`config.mk`:
```
export PLATFORM = sky130hd
export DESIGN_NAME = io_in_cell
export DESIGN_NICKNAME = d
export VERILOG_FILES = /design/src/rtl/io_in_pkg.sv /design/src/rtl/io_in_edge_reg.sv /design/src/rtl/io_in_hold_latch.sv /design/src/rtl/io_in_ddr.sv /design/src/rtl/io_in_cell.sv
export SDC_FILE = /design/constraint.sdc
export NUM_CORES = 1
export LEC_CHECK = 0
export BUFFER_PORTS_ARGS = -buffer_cell sky130_fd_sc_hd__buf_4
export CAP_MARGIN = 20
export CORE_AREA = 2 2 39 41
export DETAILED_ROUTE_END_ITERATION = 10
export DIE_AREA = 0 0 41 43
export PLACE_DENSITY_LB_ADDON = 0.08
export SLEW_MARGIN = 5
export SYNTH_ARGS = -nofsm -noshare
export SYNTH_HDL_FRONTEND = slang
export SYNTH_SLANG_ARGS = --single-unit
```
`constraint.sdc`:
```
create_clock -name clk -period 0.8 [get_ports clk]
set_input_delay 0.08 -clock clk [delete_from_list [all_inputs] [get_ports clk]]
set_output_delay 0.08 -clock clk [all_outputs]
set_load 0.1 [all_outputs]
```
`src/rtl/io_in_pkg.sv`:
```
package io_in_pkg;

    typedef enum logic [2:0] {
        CAP_PASS      = 3'd0,
        CAP_LATCH     = 3'd1,
        CAP_REG       = 3'd2,
        CAP_REG_LATCH = 3'd3,
        CAP_DDR       = 3'd4
    } cap_mode_e;

    // One bit of a dual-edge capture: primary-edge and secondary-edge samples.
    typedef struct packed {
        logic rise;
        logic fall;
    } edge_pair_t;

    function automatic bit mode_has_reg(cap_mode_e m);
        return (m == CAP_REG) || (m == CAP_REG_LATCH);
    endfunction

    function automatic bit mode_has_latch(cap_mode_e m);
        return (m == CAP_LATCH) || (m == CAP_REG_LATCH);
    endfunction

    function automatic bit mode_is_ddr(cap_mode_e m);
        return m == CAP_DDR;
    endfunction

endpackage

```
`src/rtl/io_in_edge_reg.sv`:
```
module io_in_edge_reg #(
    parameter int WIDTH = 1
) (
    input  logic             clk,
    input  logic             rst,
    input  logic             ce,
    input  logic [WIDTH-1:0] d,
    output logic [WIDTH-1:0] q
);

    always_ff @(posedge clk) begin
        if (rst) begin
            q <= '0;
        end else if (ce) begin
            q <= d;
        end
    end

endmodule

```
`src/rtl/io_in_hold_latch.sv`:
```
module io_in_hold_latch #(
    parameter int WIDTH = 1
) (
    input  logic             hold,
    input  logic [WIDTH-1:0] d,
    output logic [WIDTH-1:0] q
);

    // Transparent while hold is low, opaque while high.
    always_latch begin
        if (!hold) begin
            q <= d;
        end
    end

endmodule

```
`src/rtl/io_in_ddr.sv`:
```
module io_in_ddr
    import io_in_pkg::*;
#(
    parameter int WIDTH = 1
) (
    input  logic             clk,
    input  logic             rst,
    input  logic             ce,
    input  logic [WIDTH-1:0] d,
    output logic [WIDTH-1:0] q_rise,
    output logic [WIDTH-1:0] q_fall
);

    edge_pair_t [WIDTH-1:0] out_q;
    logic       [WIDTH-1:0] fall_stage;

    // Secondary-edge sample; its reset is taken on its own edge.
    always_ff @(negedge clk) begin
        if (rst) begin
            fall_stage <= '0;
        end else if (ce) begin
            fall_stage <= d;
        end
    end

    for (genvar b = 0; b < WIDTH; b++) begin : g_bit
        // Both halves move together on the primary edge.
        always_ff @(posedge clk) begin
            if (rst) begin
                out_q[b] <= '0;
            end else if (ce) begin
                out_q[b].rise <= d[b];
                out_q[b].fall <= fall_stage[b];
            end
        end
        assign q_rise[b] = out_q[b].rise;
        assign q_fall[b] = out_q[b].fall;
    end

endmodule

```
`src/rtl/io_in_cell.sv`:
```
module io_in_cell
    import io_in_pkg::*;
#(
    parameter int        WIDTH    = 1,
    parameter cap_mode_e MODE     = CAP_DDR,
    parameter bit        NEG_EDGE = 1'b0
) (
    input  logic             clk,
    input  logic             rst,
    input  logic             ce,
    input  logic             hold,
    input  logic [WIDTH-1:0] pad_i,
    output logic [WIDTH-1:0] dout0,
    output logic [WIDTH-1:0] dout1
);

    localparam logic EDGE_FLIP = NEG_EDGE;

    logic pclk;
    logic cfg_unused;

    // Primary edge is always the rising edge of pclk.
    assign pclk       = clk ^ EDGE_FLIP;
    assign cfg_unused = &{1'b0, pclk, rst, ce, hold};

    if (mode_is_ddr(MODE)) begin : g_ddr
        io_in_ddr #(.WIDTH(WIDTH)) u_ddr (
            .clk    (pclk),
            .rst    (rst),
            .ce     (ce),
            .d      (pad_i),
            .q_rise (dout0),
            .q_fall (dout1)
        );
    end else begin : g_sdr
        logic [WIDTH-1:0] stage_q;

        if (mode_has_reg(MODE)) begin : g_reg
            io_in_edge_reg #(.WIDTH(WIDTH)) u_reg (
                .clk (pclk),
                .rst (rst),
                .ce  (ce),
                .d   (pad_i),
                .q   (stage_q)
            );
        end else begin : g_noreg
            assign stage_q = pad_i;
        end

        if (mode_has_latch(MODE)) begin : g_lat
            io_in_hold_latch #(.WIDTH(WIDTH)) u_lat (
                .hold (hold),
                .d    (stage_q),
                .q    (dout0)
            );
        end else begin : g_nolat
            assign dout0 = stage_q;
        end

        assign dout1 = '0;
    end

endmodule

```
==> flow_summary.yaml, run 1 <==
clocking:
  clockBufferDepth: 2
  htreeDepth: 1
  cts_tree: "done"
  hold_buffers: 0
  clock-sinks: 3
  insertion_delay_ps: 280
  cts_root_buf: "clkbuf_4"
  path_clk_slew_ps: 40
  numCtsBuffers: 3
setup_path:
  crit_buf_inv: 0
  required_ps: 920
  crit_chain: "mux2i_1 -> nor2_1"
  crit_path_start_kind: "flop"
  cpMaxStageDelayCell: "dfxtp_2"
  arrival_ps: 1170
  cpPeakStageDelay_ps: 310
  critPathKind: "flop to flop"
  cp_max_fo: 2
  end_kind: "flop"
  path_delay_family: "flip-flops"
detailed_routing:
  wl_per_cell_um: 6.95
  wl_um: 278
  drt_iter0_markers: 1
  drc: 0
  ant_nets: 0
  dr.pass1.iters: 2
  via_per_inst: 2.85
  vias: 114
floorplan:
  fp-row-count: 14
  pin_count: 7
  die_w_um: 41
  die_area_sq_mm: 0.00176
  start_util_pct: 7.50
  die_y_um: 43
  coreArea_sq_mm: 0.00138
timing:
  worst_clock_skew_ps: 50.2
  setup_viol: 3
  rsz0062_at_grt: "yes"
  max_slew_margin_pct: 91.3
  maxSlewViolCount: 0
  worst_slack_ps: -250
  hold_viol: 0
  tightestPinTransition_ps: 126
cells_and_area:
  layout-drive-gt1-share_pct: 62.5
  fin_nets: 30
  instances_no_fill: 40
  final_cell_mix: "buf_4, clkbuf_4, dfxtp_2"
  finish.utilization_pct: 17.8
  seq_area_sq_um: 63.8
  diodes: 0
  final_common_cell: "buf_4"
  nFillCells: 154
  multi_input_area_sq_um: 40.0
  area_growth_pct: 137
  fin_area_sq_um: 246
placement:
  dpl_cell_area_sq_um: 186
  place_congestion: 0.657
  pre_cts_ws_ps: -190
  io_buffers: 5
  placedCellCount: 35
global_routing:
  antenna_found_initial: 0
  grt_start_max_net_pins: 5
  grt_pass1_wl_um: 448
  first_global_vias: 133
  grt_usage_pct: 4.60
  overflow: 0
yosys:
  yosysWarnings: 0
  synth-seq-cells: 3
  synth.avg_cell_area_sq_um: 9.44
  syn-instance-count: 11
  syn_area_sq_um: 104
  synth_nets: 16
  synth-seq-area-share_pct: 57.8
  yosysUniqueCellTypes: 7
pwr:
  power_density_mw_per_mm2: 2180
  ir_worst_vdd_v: 0.000664
  p_leak_nw: 0.112
job:
  cap_violations: 0
outcome:
  violations: "negative setup slack"
  status: "finished, violations left"
min_path:
  holdCritPathClass: "input pin to flop"
[stage by stage]
stage               total power [mW]  hold WS (ps)  setup TNS, ps
finish                         0.538          93.2           -308
global route                   0.568           107           -409
CTS                            0.555          87.8           -331
detailed placement             0.255           338           -337
global placement               0.256           341           -342
floorplan                      0.221           142           -301
[final cells by class]
type / instances / share of cell area [%]
clock buffer: 4 / 10.7
clock inverter: 1 / 1.52
multi-input combinational: 7 / 16.2
sequential: 3 / 25.9
tap: 16 / 8.12
timing repair buffer: 9 / 37.6
[path summary, 6_finish.rpt]
check,end,cells after the start,slack [ps],startpoint
max,g_ddr.u_ddr.q_fall$_SDFFE_PP0P_,2,-250,g_ddr.u_ddr.fall_stage$_SDFFE_NP0P_
min,g_ddr.u_ddr.q_rise$_SDFFE_PP0P_,3,90,rst
max reg2reg,g_ddr.u_ddr.q_fall$_SDFFE_PP0P_,2,-250,g_ddr.u_ddr.fall_stage$_SDFFE_NP0P_
min reg2reg,g_ddr.u_ddr.fall_stage$_SDFFE_NP0P_,2,470,g_ddr.u_ddr.fall_stage$_SDFFE_NP0P_
[routing by layer]
metal / share of wire (%) / track usage [%] / vias up
met5: 0 / 0 / -
met4: 0 / 6.67 / 0
met3: 15 / 5.24 / 0
met2: 42 / 2.81 / 4
met1: 43 / 5.40 / 49
li1: - / - / 61
[cell usage after synthesis]
library cell / n / area [sq um]
inv_1: 1 / 3.75
nor2_1: 1 / 3.75
mux2i_1: 1 / 10.0
dfxtp_1: 3 / 60.1
nand2b_1: 2 / 12.5
nand2_1: 1 / 3.75
a21oi_1: 2 / 10.0
[what timing repair did]
action,in CTS,in global routing
cloned,0,0
endpoints found under the setup margin,3,3
resized for setup,6,1
buffers inserted,1,0
[kinds of logic (layout without fill, tap and decap cells)]
family | after synthesis | count (layout) | synth area share (%)
multiplexers | 1 | 1 | 9.64
buffers and inverters | 1 | 14 | 3.61
AND/OR/NAND/NOR | 4 | 4 | 19.3
AO/OA/AOI/OAI | 2 | 2 | 9.64
flip-flops | 3 | 3 | 57.8
[tightest hold or removal path, stage by stage]
cell and delay, ps:
buf_4 80, buf_4 90, a21oi_1 30
[where the power goes]
part	switching, mW	internal [mW]
Combinational	0.0449	0.0438
Clock	0.0907	0.194
Sequential	0.00566	0.159
Total	0.141	0.397
[sequential cells by signal (all words and copies together), names as in the netlist]
register / cells
g_ddr.u_ddr.fall_stage: 1
g_ddr.u_ddr.q_rise: 1
g_ddr.u_ddr.q_fall: 1
No activity file was read; power rests on OpenSTA's default activity.
==> run 2, diff against run 1 <==
--- a/constraint.sdc
+++ b/constraint.sdc
@@ -3,2 +3,2 @@
 set_output_delay 0.08 -clock clk [all_outputs]
-set_load 0.1 [all_outputs]
+set_load 0.005 [all_outputs]
==> run 2 against run 1 <==
Compared with the run above: the run still ends with negative setup slack left; routed wire length is 4.3% lower; sequential cell count stayed put; combinational power is 52% lower; worst hold slack better by 9.5 ps; die area stayed put; via count is 6.1% lower; critical path depth stayed put; sequential share of layout area is 3.1 points higher; non-clock buffer count is 1 lower; first-iteration DRC count stayed put; power is 9.1% lower; setup slack better by 4.8 ps; critical path type unchanged; largest cell class is now registers; largest power group unchanged.
==> flow_summary.yaml, run 2 (synthesis results as in run 1) <==
outcome:
  status: "finished, violations left"
  violations: "negative setup slack"
cells_and_area:
  finish.utilization_pct: 15.3
  final_common_cell: "buf_4"
  area_growth_pct: 104
  diodes: 0
  layout-drive-gt1-share_pct: 52.2
  fin_nets: 29
  final_cell_mix: "buf_4, clkbuf_4, nand2b_1, a21oi_1, dfxtp_1"
  nFillCells: 161
pwr:
  sw_frac_of_total_pct: 22.0
  p_comb_share_pct: 8.7
  ir_worst_vdd_v: 0.000382
  p_int_mw: 0.382
  p_switching_mw: 0.107
  clkPwrFrac_pct: 58.2
  p_leak_nw: 0.0996
  power_density_mw_per_mm2: 2310
  p_seq_share_pct: 33.1
detailed_routing:
  drc: 0
  drt_iter0_markers: 1
  ant_nets: 0
  vias: 107
  dr.pass1.iters: 4
  wl_per_cell_um: 6.82
  wl_um: 266
  via_per_inst: 2.74
clocking:
  post-cts-setup-buffers: 0
  cts_root_buf: "clkbuf_4"
  path_clk_slew_ps: 40
  clockBufferDepth: 2
  clock-sinks: 3
  numCtsBuffers: 3
  insertion_delay_ps: 280
  cts_tree: "done"
  htreeDepth: 1
floorplan:
  die_w_um: 41
  coreArea_sq_mm: 0.00138
  die_y_um: 43
  die_area_sq_mm: 0.00176
  pin_count: 7
  fp-row-count: 14
  start_util_pct: 7.50
placement:
  pre_cts_ws_ps: -188
  place_congestion: 0.668
  hpwl_um: 208
  io_buffers: 5
global_routing:
  overflow: 0
  grt_start_max_net_pins: 4
  antenna_found_initial: 0
  first_global_vias: 120
  grt_usage_pct: 4.01
  grt_pass1_wl_um: 407
timing:
  tns_ps: -245
  hold_viol: 0
  maxSlewViolCount: 0
  tightestPinTransition_ps: 118
  max_slew_margin_pct: 91.9
  setup_viol: 1
  rsz0062_at_grt: "yes"
  worst_slack_ps: -245
  worst_clock_skew_ps: 50.3
  whs_ps: 103
setup_path:
  end_kind: "flop"
  cp_max_fo: 2
  critPathKind: "flop to flop"
  crit_chain: "mux2i_1 -> nor2_1"
  arrival_ps: 1170
  cpMaxStageDelayCell: "dfxtp_2"
  crit_buf_inv: 0
  required_ps: 930
  cpPeakStageDelay_ps: 310
  path_delay_family: "flip-flops"
  crit_path_start_kind: "flop"
job:
  cap_violations: 0
min_path:
  holdCritPathClass: "input pin to flop"
[run 2: per-layer routing]
metal / up-vias / routed length [um] / GRT usage (%)
li1: 58 / - / -
met2: 4 / 117 / 3.13
met1: 45 / 105 / 3.83
met4: 0 / 0 / 8.67
met5: - / 0 / 0
met3: 0 / 44 / 2.62
[run 2: final cells by class]
class	count	area, sq um	share of cell area [%]
well taps	16	20.0	9.47
clock buffers	4	26.3	12.4
flip-flops and latches	3	61.3	29.0
clock inverters	1	3.75	1.78
multi-input cells	7	40.0	18.9
repair buffers	8	60.1	28.4
[run 2: worst register-to-register path: cells and delay by family, from the launching register on]
family,cells,cell delay [ps]
mux,1,130
flops,1,310
simple gates,1,50
[run 2: final timing paths]
| kind | end | slack [ps] | depth (start not counted) | start |
|---|---|---|---|---|
| worst max-delay path | g_ddr.u_ddr.q_fall$_SDFFE_PP0P_ | -250 | 2 | g_ddr.u_ddr.fall_stage$_SDFFE_NP0P_ |
| worst min-delay path | g_ddr.u_ddr.q_rise$_SDFFE_PP0P_ | 100 | 3 | rst |
| worst max register to register | g_ddr.u_ddr.q_fall$_SDFFE_PP0P_ | -250 | 2 | g_ddr.u_ddr.fall_stage$_SDFFE_NP0P_ |
| worst min register to register | g_ddr.u_ddr.q_rise$_SDFFE_PP0P_ | 470 | 2 | g_ddr.u_ddr.q_rise$_SDFFE_PP0P_ |
[run 2: per-stage QoR]
stage	power [mW]	instances	instance area (sq um)
floorplan	0.189	11	104
finish	0.489	39	211
global route	0.529	39	211
global placement	0.224	35	184
CTS	0.511	39	210
detailed placement	0.223	35	184
[run 2: timing repair]
item | 4_1_cts | 5_1_grt
gates resized for setup | 0 | 1
hold endpoints to repair | 0 | 0
endpoints found under the setup margin | 1 | 1
hold buffers | 0 | 0
[run 2: power by group through the flow]
stage / registers, mW / clock network [mW] / logic [mW]
global placement: 0.164 / 0.0156 / 0.0444
detailed placement: 0.164 / 0.0156 / 0.0433
CTS: 0.161 / 0.307 / 0.0434
global route: 0.162 / 0.320 / 0.0468
finish: 0.162 / 0.285 / 0.0426
floorplan: 0.163 / 0.0156 / 0.00969
==> run 3, diff against run 2 <==
CELL_PAD_IN_SITES_DETAIL_PLACEMENT = 1   (was default)
CELL_PAD_IN_SITES_GLOBAL_PLACEMENT = 1   (was default)
==> run 3 against run 2 <==
Compared with the run above: the run still ends with negative setup slack left; combinational power increased by 1%; routed wire length increased by 9.4%; first-iteration DRC count decreased by 100%; setup slack got worse by 4.1 ps; critical path depth unchanged; clock-buffer cell count decreased by 1; global-route usage increased by 0.81 points; sequential power about the same; sequential cell count unchanged; cell count unchanged; via count increased by 1.9%; die area unchanged; critical path type unchanged; critical endpoint unchanged; largest cell class unchanged; highest routed layer unchanged.
==> flow_summary.yaml, run 3 (synthesis results as in run 1) <==
pwr:
  p_comb_share_pct: 9.1
  ir_worst_vdd_v: 0.000393
  p_switching_mw: 0.108
  p_leak_nw: 0.104
  sw_frac_of_total_pct: 22.6
  clkPwrFrac_pct: 57.0
  power_density_mw_per_mm2: 2250
  power.total_mw: 0.476
  p_int_mw: 0.369
  p_seq_share_pct: 33.9
clocking:
  htreeDepth: 1
  insertion_delay_ps: 290
  cts_root_buf: "clkbuf_4"
  hold_buffers: 0
  clockBufferDepth: 2
  path_clk_slew_ps: 40
  cts_tree: "done"
  numCtsBuffers: 3
  clock-sinks: 3
detailed_routing:
  via_per_inst: 2.79
  drc: 0
  ant_nets: 0
  vias: 109
  dr.pass1.iters: 1
  wl_per_cell_um: 7.46
  drt_iter0_markers: 0
  wl_um: 291
timing:
  whs_ps: 108
  rsz0062_at_grt: "yes"
  worst_slack_ps: -250
  max_slew_margin_pct: 92.2
  maxSlewViolCount: 0
  worst_clock_skew_ps: 61.6
  tightestPinTransition_ps: 114
  hold_viol: 0
  setup_viol: 1
  tns_ps: -250
placement:
  dpl_cell_area_sq_um: 184
  placedCellCount: 35
  io_buffers: 5
  pre_cts_ws_ps: -189
  place_congestion: 0.537
cells_and_area:
  final_cell_mix: "buf_4, clkbuf_4"
  finish.utilization_pct: 15.3
  fin_nets: 29
  diodes: 0
  final_common_cell: "buf_4"
  fin_area_sq_um: 211
  nFillCells: 171
  instances_no_fill: 39
  area_growth_pct: 104
  layout-drive-gt1-share_pct: 52.2
setup_path:
  arrival_ps: 1170
  required_ps: 920
  critPathKind: "flop to flop"
  crit_path_start_kind: "flop"
  cp_max_fo: 2
  end_kind: "flop"
global_routing:
  antenna_found_initial: 0
  grt_usage_pct: 4.81
  first_global_vias: 132
  overflow: 0
  grt_start_max_net_pins: 5
  grt_pass1_wl_um: 462
outcome:
  status: "finished, violations left"
  violations: "negative setup slack"
floorplan:
  die_area_sq_mm: 0.00176
  coreArea_sq_mm: 0.00138
  pin_count: 7
  start_util_pct: 7.50
  fp-row-count: 14
  die_w_um: 41
  die_y_um: 43
min_path:
  holdCritPathClass: "input pin to flop"
job:
  cap_violations: 0
==> run 3: changes by cell type in the layout (fill, tap and decap cells not counted) <==
cell      delta
inv_1        +1
clkbuf_1     -1
==> run 3: path summary, 6_finish.rpt <==
path | startpoint | endpoint | slack [ps] | depth (start not counted)
setup / recovery | g_ddr.u_ddr.fall_stage$_SDFFE_NP0P_ | g_ddr.u_ddr.q_fall$_SDFFE_PP0P_ | -250 | 2
setup reg to reg | g_ddr.u_ddr.fall_stage$_SDFFE_NP0P_ | g_ddr.u_ddr.q_fall$_SDFFE_PP0P_ | -250 | 2
hold / removal | rst | g_ddr.u_ddr.q_rise$_SDFFE_PP0P_ | 110 | 3
hold reg to reg | g_ddr.u_ddr.fall_stage$_SDFFE_NP0P_ | g_ddr.u_ddr.fall_stage$_SDFFE_NP0P_ | 460 | 2
==> run 3: routing by layer <==
layer	vias up	global-route usage (%)	part of all wire, %	wire length [um]
met5	-	0	0	0
met3	0	2.09	14	42
li1	58	-	-	-
met1	47	3.85	38	110
met2	4	5.31	47	138
met4	0	10.0	0	0
==> run 3: final cells by class <==
cell class | count | area (sq um) | share of cell area, %
sequential | 3 | 61.3 | 29.0
timing repair buffer | 8 | 60.1 | 28.4
multi-input combinational | 7 | 40.0 | 18.9
clock buffer | 3 | 22.5 | 10.7
tap | 16 | 20.0 | 9.47
clock inverter | 2 | 7.51 | 3.55
==> run 3: timing repair <==
item / in CTS / in global routing
hold endpoints to repair: 0 / 0
setup buffers: 0 / 0
gates resized for setup: 0 / 1
endpoints found under the setup margin: 1 / 1
==> run 3: power by group through the flow <==
| stage | clock [mW] | sequential, mW | combinational, mW |
|---|---|---|---|
| 6_report | 0.272 | 0.161 | 0.0431 |
| 3_5_place_dp | 0.0156 | 0.163 | 0.0445 |
| 2_1_floorplan | 0.0156 | 0.163 | 0.00969 |
| 3_3_place_gp | 0.0156 | 0.163 | 0.0452 |
| 4_1_cts | 0.288 | 0.161 | 0.0446 |
| 5_1_grt | 0.305 | 0.163 | 0.0489 |
==> run 3: critical path, cell delays in order (launching register included) <==
cell and delay (ps):
dfxtp_2 310, mux2i_1 120, nor2_1 50
